### config.mk
export PLATFORM = sky130hd
export DESIGN_NAME = cmt_channel
export DESIGN_NICKNAME = d
export VERILOG_FILES = /design/src/rtl/cmt_pkg.sv /design/src/rtl/cmt_regs.sv /design/src/rtl/cmt_match.sv /design/src/rtl/cmt_fsm.sv /design/src/rtl/cmt_channel.sv
export SDC_FILE = /design/constraint.sdc
export NUM_CORES = 1
export LEC_CHECK = 0
export ABC_AREA = 1
export BUFFER_PORTS_ARGS = -buffer_cell sky130_fd_sc_hd__buf_2
export CORE_MARGIN = 5
export CORE_UTILIZATION = 48
export CTS_CLUSTER_SIZE = 24
export DETAILED_ROUTE_END_ITERATION = 16
export PLACE_DENSITY = 0.76
export SLEW_MARGIN = 40
export SYNTH_ARGS = -nofsm -noshare
export SYNTH_HDL_FRONTEND = slang
export SYNTH_HIERARCHICAL = 1
export SYNTH_SLANG_ARGS = --single-unit
### constraint.sdc
create_clock -name clk -period 1.32 [get_ports clk]
set_input_delay 0.198 -clock clk [delete_from_list [all_inputs] [get_ports clk]]
set_output_delay 0.198 -clock clk [all_outputs]
set_load 0.01 [all_outputs]
### src/rtl/cmt_pkg.sv
package cmt_pkg;
    typedef enum logic [1:0] {
        A_MODE = 2'd0,
        A_CMPL = 2'd1,
        A_CMPH = 2'd2,
        A_STAT = 2'd3
    } reg_addr_e;

    localparam int B_CEN = 7;
    localparam int B_PWM = 3;
    localparam int B_TOG = 2;
    localparam int B_MAT = 1;
    localparam int B_IEN = 0;

    typedef enum logic {
        ST_HOLD = 1'b0,
        ST_RUN  = 1'b1
    } ch_state_e;
endpackage

### src/rtl/cmt_regs.sv
module cmt_regs
    import cmt_pkg::*;
#(
    parameter int DATA_W = 8,
    localparam int CNT_W = 2 * DATA_W
) (
    input  logic              clk,
    input  logic              rst_n,
    input  logic [1:0]        bus_addr,
    input  logic [DATA_W-1:0] bus_wdata,
    input  logic              bus_we,
    input  logic              set_flag,
    output logic [DATA_W-1:0] bus_rdata,
    output logic [CNT_W-1:0]  cmp_val,
    output logic              mode_on,
    output logic              irq_en,
    output logic              flag
);
    logic [DATA_W-1:0] mode_q;
    logic [DATA_W-1:0] cmp_lo_q;
    logic [DATA_W-1:0] cmp_hi_q;
    logic              flag_q;

    always_ff @(posedge clk) begin
        if (!rst_n) begin
            mode_q   <= '0;
            cmp_lo_q <= '0;
            cmp_hi_q <= '0;
            flag_q   <= 1'b0;
        end else begin
            if (bus_we) begin
                unique case (reg_addr_e'(bus_addr))
                    A_MODE: mode_q <= bus_wdata;
                    A_CMPL: begin
                        cmp_lo_q      <= bus_wdata;
                        mode_q[B_CEN] <= 1'b0;
                    end
                    A_CMPH: begin
                        cmp_hi_q      <= bus_wdata;
                        mode_q[B_CEN] <= 1'b1;
                    end
                    A_STAT: if (!bus_wdata[0]) flag_q <= 1'b0;
                endcase
            end
            if (set_flag) flag_q <= 1'b1;
        end
    end

    always_comb begin
        unique case (reg_addr_e'(bus_addr))
            A_MODE:  bus_rdata = mode_q;
            A_CMPL:  bus_rdata = cmp_lo_q;
            A_CMPH:  bus_rdata = cmp_hi_q;
            A_STAT:  bus_rdata = {{(DATA_W-1){1'b0}}, flag_q};
        endcase
    end

    assign cmp_val = {cmp_hi_q, cmp_lo_q};
    assign mode_on = mode_q[B_CEN] & mode_q[B_MAT] & mode_q[B_TOG] & ~mode_q[B_PWM];
    assign irq_en  = mode_q[B_IEN];
    assign flag    = flag_q;

    p_low_disarm_r3: assert property (@(posedge clk) disable iff (!rst_n)
        (bus_we && bus_addr == A_CMPL) |=> !mode_q[B_CEN]);

    p_high_arm_r4: assert property (@(posedge clk) disable iff (!rst_n)
        (bus_we && bus_addr == A_CMPH) |=> mode_q[B_CEN]);

    p_flag_sticky_r8: assert property (@(posedge clk) disable iff (!rst_n)
        (flag_q && !(bus_we && bus_addr == A_STAT && !bus_wdata[0])) |=> flag_q);

    p_flag_set_r8: assert property (@(posedge clk) disable iff (!rst_n)
        set_flag |=> flag_q);
endmodule

### src/rtl/cmt_match.sv
module cmt_match #(
    parameter int CNT_W = 16
) (
    input  logic             clk,
    input  logic             rst_n,
    input  logic [CNT_W-1:0] timebase,
    input  logic [CNT_W-1:0] cmp_val,
    output logic             match_pulse
);
    logic eq;
    logic eq_q;

    assign eq = (timebase == cmp_val);

    always_ff @(posedge clk) begin
        if (!rst_n) eq_q <= 1'b0;
        else        eq_q <= eq;
    end

    assign match_pulse = eq & ~eq_q;

    p_single_pulse_r7: assert property (@(posedge clk) disable iff (!rst_n)
        match_pulse |=> !match_pulse);
endmodule

### src/rtl/cmt_fsm.sv
module cmt_fsm
    import cmt_pkg::*;
(
    input  logic clk,
    input  logic rst_n,
    input  logic mode_on,
    input  logic match_pulse,
    output logic set_flag,
    output logic pin
);
    ch_state_e state_q;
    ch_state_e state_d;
    logic      pin_q;

    always_comb begin
        state_d = state_q;
        unique case (state_q)
            ST_HOLD: if (mode_on)  state_d = ST_RUN;
            ST_RUN:  if (!mode_on) state_d = ST_HOLD;
        endcase
    end

    always_ff @(posedge clk) begin
        if (!rst_n) state_q <= ST_HOLD;
        else        state_q <= state_d;
    end

    always_ff @(posedge clk) begin
        if (!rst_n) begin
            pin_q <= 1'b1;
        end else begin
            unique case (state_q)
                ST_HOLD: if (mode_on) pin_q <= 1'b1;
                ST_RUN:  if (mode_on && match_pulse) pin_q <= ~pin_q;
            endcase
        end
    end

    assign set_flag = (state_q == ST_RUN) && mode_on && match_pulse;
    assign pin      = pin_q;

    p_arm_high_r6: assert property (@(posedge clk) disable iff (!rst_n)
        (state_q == ST_HOLD && mode_on) |=> pin_q);

    p_hold_pin_r2: assert property (@(posedge clk) disable iff (!rst_n)
        !mode_on |=> $stable(pin_q));

    p_toggle_r1: assert property (@(posedge clk) disable iff (!rst_n)
        (state_q == ST_RUN && mode_on && match_pulse) |=> (pin_q != $past(pin_q)));
endmodule

### src/rtl/cmt_channel.sv
module cmt_channel #(
    parameter int DATA_W = 8,
    localparam int CNT_W = 2 * DATA_W
) (
    input  logic              clk,
    input  logic              rst_n,
    input  logic [CNT_W-1:0]  timebase,
    input  logic [1:0]        bus_addr,
    input  logic [DATA_W-1:0] bus_wdata,
    input  logic              bus_we,
    output logic [DATA_W-1:0] bus_rdata,
    output logic              tog_out,
    output logic              irq
);
    logic [CNT_W-1:0] cmp_val;
    logic             mode_on;
    logic             irq_en;
    logic             flag;
    logic             set_flag;
    logic             match_pulse;

    cmt_regs #(.DATA_W(DATA_W)) u_regs (
        .clk       (clk),
        .rst_n     (rst_n),
        .bus_addr  (bus_addr),
        .bus_wdata (bus_wdata),
        .bus_we    (bus_we),
        .set_flag  (set_flag),
        .bus_rdata (bus_rdata),
        .cmp_val   (cmp_val),
        .mode_on   (mode_on),
        .irq_en    (irq_en),
        .flag      (flag)
    );

    cmt_match #(.CNT_W(CNT_W)) u_match (
        .clk         (clk),
        .rst_n       (rst_n),
        .timebase    (timebase),
        .cmp_val     (cmp_val),
        .match_pulse (match_pulse)
    );

    cmt_fsm u_fsm (
        .clk         (clk),
        .rst_n       (rst_n),
        .mode_on     (mode_on),
        .match_pulse (match_pulse),
        .set_flag    (set_flag),
        .pin         (tog_out)
    );

    assign irq = flag & irq_en;

    p_irq_needs_flag_r9: assert property (@(posedge clk) disable iff (!rst_n)
        irq |-> (bus_addr != 2'd3 || bus_rdata[0]));
endmodule

# After elaboration in Yosys (flattened, before gate mapping)
# Cells that the tools add are included.
# classes
reduce_logical	13
n_mux	10
bitwise_logic	9
n_eq_ne	7
# ops
cell	count
8-bit one-hot mux with 4 select lines	1
16-bit equality test	1
2-bit AND reduction	5
1-bit 2-to-1 mux	7
1-bit bitwise AND	5
2-bit equality test, second input constant	2
2-bit by 1-bit inequality test with 1-bit output, second input constant	2
1-bit NOT	4
2-bit nonzero test	2
1-bit logical AND	3
1-bit one-hot mux with 3 select lines	1
3-bit AND reduction	1
3-bit nonzero test	1
2-bit by 1-bit equality test with 1-bit output, second input constant	1
2-bit zero test	1
2-bit inequality test, second input constant	1
1-bit one-hot mux with 2 select lines	1
# word_totals
elab_cells	47
out_inout_bits	10
reg_bits	28
in_bits	29

# Depth between registers and ports, before layout
# logic_depth
word_depth	7
mapped_depth	12
mapped_depth_nobuf	12

# Cells and area by module
# The synthesis kept the hierarchy.
# by_module_without_submodules
module	seq_area_each_um2	cells_per_inst	area_each_um2	instances
cmt_regs	500.5	166	1163.6	1
cmt_match	20.0	94	369.1	1
cmt_fsm	40.0	14	90.1	1
cmt_channel	0.0	2	7.5	1

# Least setup slack after synthesis
# OpenSTA, ideal clock, no wires.
# synth_path
path_kind	flip-flop to flip-flop
start	register u_regs.cmp_hi_q[2]
end	register u_regs.flag_q (netlist: u_regs/flag)
t_arrival_ns	1.182
required_ns	1.250
synth_period_minus_slack_ns	1.252
path_buffers	0
slack_ns	0.068
setup_ns	0.070
stages_incl_launch_ff	13
path_cell_list	dfxtp_1 -> inv_1 -> nand2_1 -> nand2_1 -> nor2_1 -> nand2_1 -> nor2_1 -> nand2_1 -> nor2_1 -> nand2_2 -> nor2_1 -> inv_1 -> a21oi_1
# synth_between
elab_chain_cells	5
elab_cells_between_ends	8
classes_between	2 x eq/ne; 1 x mux; 1 x bitwise; 4 x reduce/logical
# synth_rtl
item	line_no	source
from (decl)	cmt_regs.sv:21	logic [DATA_W-1:0] cmp_hi_q;
from (signal assigned)	cmt_regs.sv:39	cmp_hi_q <= bus_wdata;
16-bit equality test *	cmt_match.sv:13	assign eq = (timebase == cmp_val);
1-bit bitwise AND *	cmt_match.sv:20	assign match_pulse = eq & ~eq_q;
via match_pulse	cmt_channel.sv:20	logic match_pulse;
1-bit logical AND *	cmt_fsm.sv:39	assign set_flag = (state_q == ST_RUN) && mode_on && match_pulse;
via set_flag	cmt_channel.sv:19	logic set_flag;
2-bit by 1-bit inequality test with 1-bit output (no line) / 2-bit nonzero test (equally long branches)	-	
3-bit AND reduction (no line)	-	
to (signal assigned)	cmt_regs.sv:29	flag_q <= 1'b0;
to (signal assigned)	cmt_regs.sv:42	A_STAT: if (!bus_wdata[0]) flag_q <= 1'b0;
to (signal assigned)	cmt_regs.sv:45	if (set_flag) flag_q <= 1'b1;
to (decl)	cmt_regs.sv:22	logic flag_q;
# The timed path passes the listed nets; every way through them passes the cells marked *.
# A chain may end at the register's enable or synchronous reset.

# Worst setup path after layout
# Ends and elaborated chain as after synthesis.

==> impl_metrics.json <==
{
  "outcome": "finished, violations left",
  "violations": "setup timing",
  "n_antenna_cell": 0,
  "period_needed_ps": 1417,
  "clockBufferDepth": 2,
  "drt-met1-wl_um": 1933,
  "slowest_stage": "dfxtp_2",
  "slew_headroom_pct": 73.93,
  "io_buffer_count": 38,
  "critical_path_class": "register to register",
  "cts_made_buffers": 3,
  "critPathCapture": "u_regs/flag",
  "rsz0062_at_grt": "yes",
  "gr-total-overflow": 0,
  "synthDistinctLibCells": 14,
  "grt_max_degree": 29,
  "syn_area_per_cell_um2": 5.907,
  "top_layer": "met4",
  "ys_ff_latch": 28,
  "routed_wl_um": 4390,
  "hold_viol": 0,
  "start_kind": "register",
  "synthToLayoutAreaGrowth_pct": 36.53,
  "globalRouteTotalUtil_pct": 19.03,
  "grt_pass1_vias": 1578,
  "worst_slew_pin_slew_ps": 391.0,
  "clk_pin_slew_worst_paths_ps": 150,
  "syn_inst": 276,
  "die_w_um": 68.28,
  "drtAntennaViolNets": 0,
  "synth_area_leaders": "dfxtp_1 34%, nor2_1 18%, nand2_1 15%, inv_1 9.7%, o21ai_0 7.4%",
  "hp-class": "primary input to register",
  "r2r_cells": 12,
  "drv_cap": 0,
  "fmax_mhz": 705.7,
  "netlist.area_leader.share_pct": 34.38,
  "die_h_um": 68.28,
  "drv_slew": 0,
  "place.gp.congestion": 0.8489,
  "syn_area_um2": 1630,
  "routedWlPerCell_um": 11.52,
  "cts-root-buf": "clkbuf_4",
  "r2r_start": "u_regs/cmp_hi_q[2]",
  "r2r_end": "u_regs/flag",
  "wl_met3_um": 241,
  "layout_common_cells": "77 x nor2_1, 61 x nand2_1, 39 x inv_1",
  "hpwl_um": 3084,
  "syn_nets": 310,
  "skew_ps": 3.168,
  "htreeDepth": 1,
  "rows": 21,
  "setup_violations": 8,
  "final_nets": 371,
  "stdcell_area_um2": 2226,
  "drtIter0Drc": 131,
  "path_cells": "inv_1 -> nand2_1 -> nand2_1 -> nor2_1 -> nand2_1 -> nor2_1 -> nand2_1 -> nor2_2 -> nand2_2 -> nor2_2 -> inv_1 -> a21oi_1",
  "r2r_setup_slack_ps": -100,
  "placed_area_um2": 2026,
  "crit_buf_inv": 2,
  "p_per_area_nw_per_um2": 765.2,
  "wl_met2_um": 2185,
  "cpLargestDelayFamily": "simple AND/OR/NAND/NOR gates",
  "yosysTopAreaCell": "dfxtp_1",
  "drive_gt1_share_pct": 33.43,
  "fin_hold_ws_ps": 162.7,
  "dp_slack_ps": -168.3,
  "cp.depth": 12,
  "yosysWarningCount": 6,
  "post-route-period-util_pct": 107.3,
  "coreArea_um2": 3311,
  "via_count": 1835,
  "drc": 0,
  "cp_max_fo": 3,
  "end_kind": "register",
  "dp.cells": 376,
  "die-area_um2": 4662,
  "cts_tree": "yes",
  "startpoint": "u_regs/cmp_hi_q[2]",
  "layout.cells.non_filler": 381,
  "drt-vias-per-instance": 4.816,
  "clk_latency_ps": 320,
  "initial_core_util_pct": 49.24,
  "setup_slack_ps": -96.96,
  "irDropWorstVdd_mv": 0.4963,
  "cp_data_arrival_time_ps": 1690,
  "yosysSeqAreaShare_pct": 34.38,
  "path_common_cell": "nand2_1",
  "power_leakage_nw": 1.162,
  "antenna_found_initial": 0,
  "drt_pass1_iterations": 4,
  "setup_tns_ps": -247.6,
  "cp.required_ps": 1590,
  "max_stage_delay_ps": 380,
  "layout_commonest_cell": "nor2_1",
  "grt_pass1_wl_um": 6803,
  "io_pins": 39,
  "clkSinkCount": 28
}
-- worst min-delay path, stage by stage --
cell and delay (ps):
buf_2 110, o21ai_0 80, nor2_1 70
-- worst min path at each step --
stage                                start                 end  cells after the start
after global placement    u_regs/mode_q[6]    u_regs/mode_q[6]                      2
after detailed placement       u_regs/flag         u_regs/flag                      2
after floorplan                      rst_n       u_fsm/state_q                      2
after CTS                     bus_wdata[4]  u_regs/cmp_hi_q[4]                      3
after global routing          bus_wdata[4]  u_regs/cmp_lo_q[4]                      3
final                         bus_wdata[2]  u_regs/cmp_hi_q[2]                      3
-- metal layers --
| metal | global-route usage, % | vias to the layer above |
|---|---|---|
| li1 | - | 944 |
| met1 | 24.30 | 839 |
| met2 | 32.37 | 46 |
| met3 | 3.941 | 6 |
| met4 | 4.963 | 0 |
| met5 | 0 | - |
-- through the flow --
| stage | total power [W] | util, % |
|---|---|---|
| 3_5_place_dp | 0.001303 | 61.19 |
| 4_1_cts | 0.001682 | 65.08 |
| 2_1_floorplan | 0.001130 | - |
| 5_1_grt | 0.001801 | 67.23 |
| 6_report | 0.001703 | 67.23 |
| 3_3_place_gp | 0.001296 | 61.19 |
-- state kept, by name, indices dropped and copies added, names as in the netlist --
name and cells:
u_match/eq_q 1, u_fsm/pin 1, u_fsm/state_q 1, u_regs/mode_q 8
u_regs/cmp_lo_q 8, u_regs/flag 1, u_regs/cmp_hi_q 8
-- cells in the mapped netlist --
library cell	number
nor2_1	79
nand2_1	66
inv_1	42
dfxtp_1	28
o21ai_0	24
a21oi_1	16
ha_1	5
nand3_1	4
buf_2	3
nand2_4	3
clkbuf_1	2
clkinv_4	2
clkinv_2	1
nand2_2	1
-- area by class of cell --
cell class / instances / area (um2)
Timing Repair Buffer: 61 / 409.1
Inverter: 45 / 180.2
Tap cell: 46 / 57.56
Fill cell: 325 / 1085
Sequential cell: 28 / 580.6
Clock buffer: 3 / 22.52
Multi-Input combinational cell: 198 / 975.9
-- logic make-up (layout without fill, tap and decap cells) --
group,Yosys count,count (layout),share of synthesized area (%)
compound gates,40,40,12.28
fa+ha+maj,5,5,3.837
buf+inv,50,109,12.43
flops,28,28,34.38
simple gates,153,153,37.07
-- power breakdown --
part / total, W / switching, W / internal [W]
clock network: 0.000355 / 0.000248 / 0.000107
registers: 0.000920 / 0.0000308 / 0.000889
logic: 0.000429 / 0.000237 / 0.000192
total: 0.00170 / 0.000515 / 0.00119
-- repair_timing --
item,CTS,global route
pin swaps,4,19
hold buffers,0,0
endpoints found under the setup margin,10,10
resized for setup,39,18
buffers inserted,1,3
(Power assumes the default switching activity.)
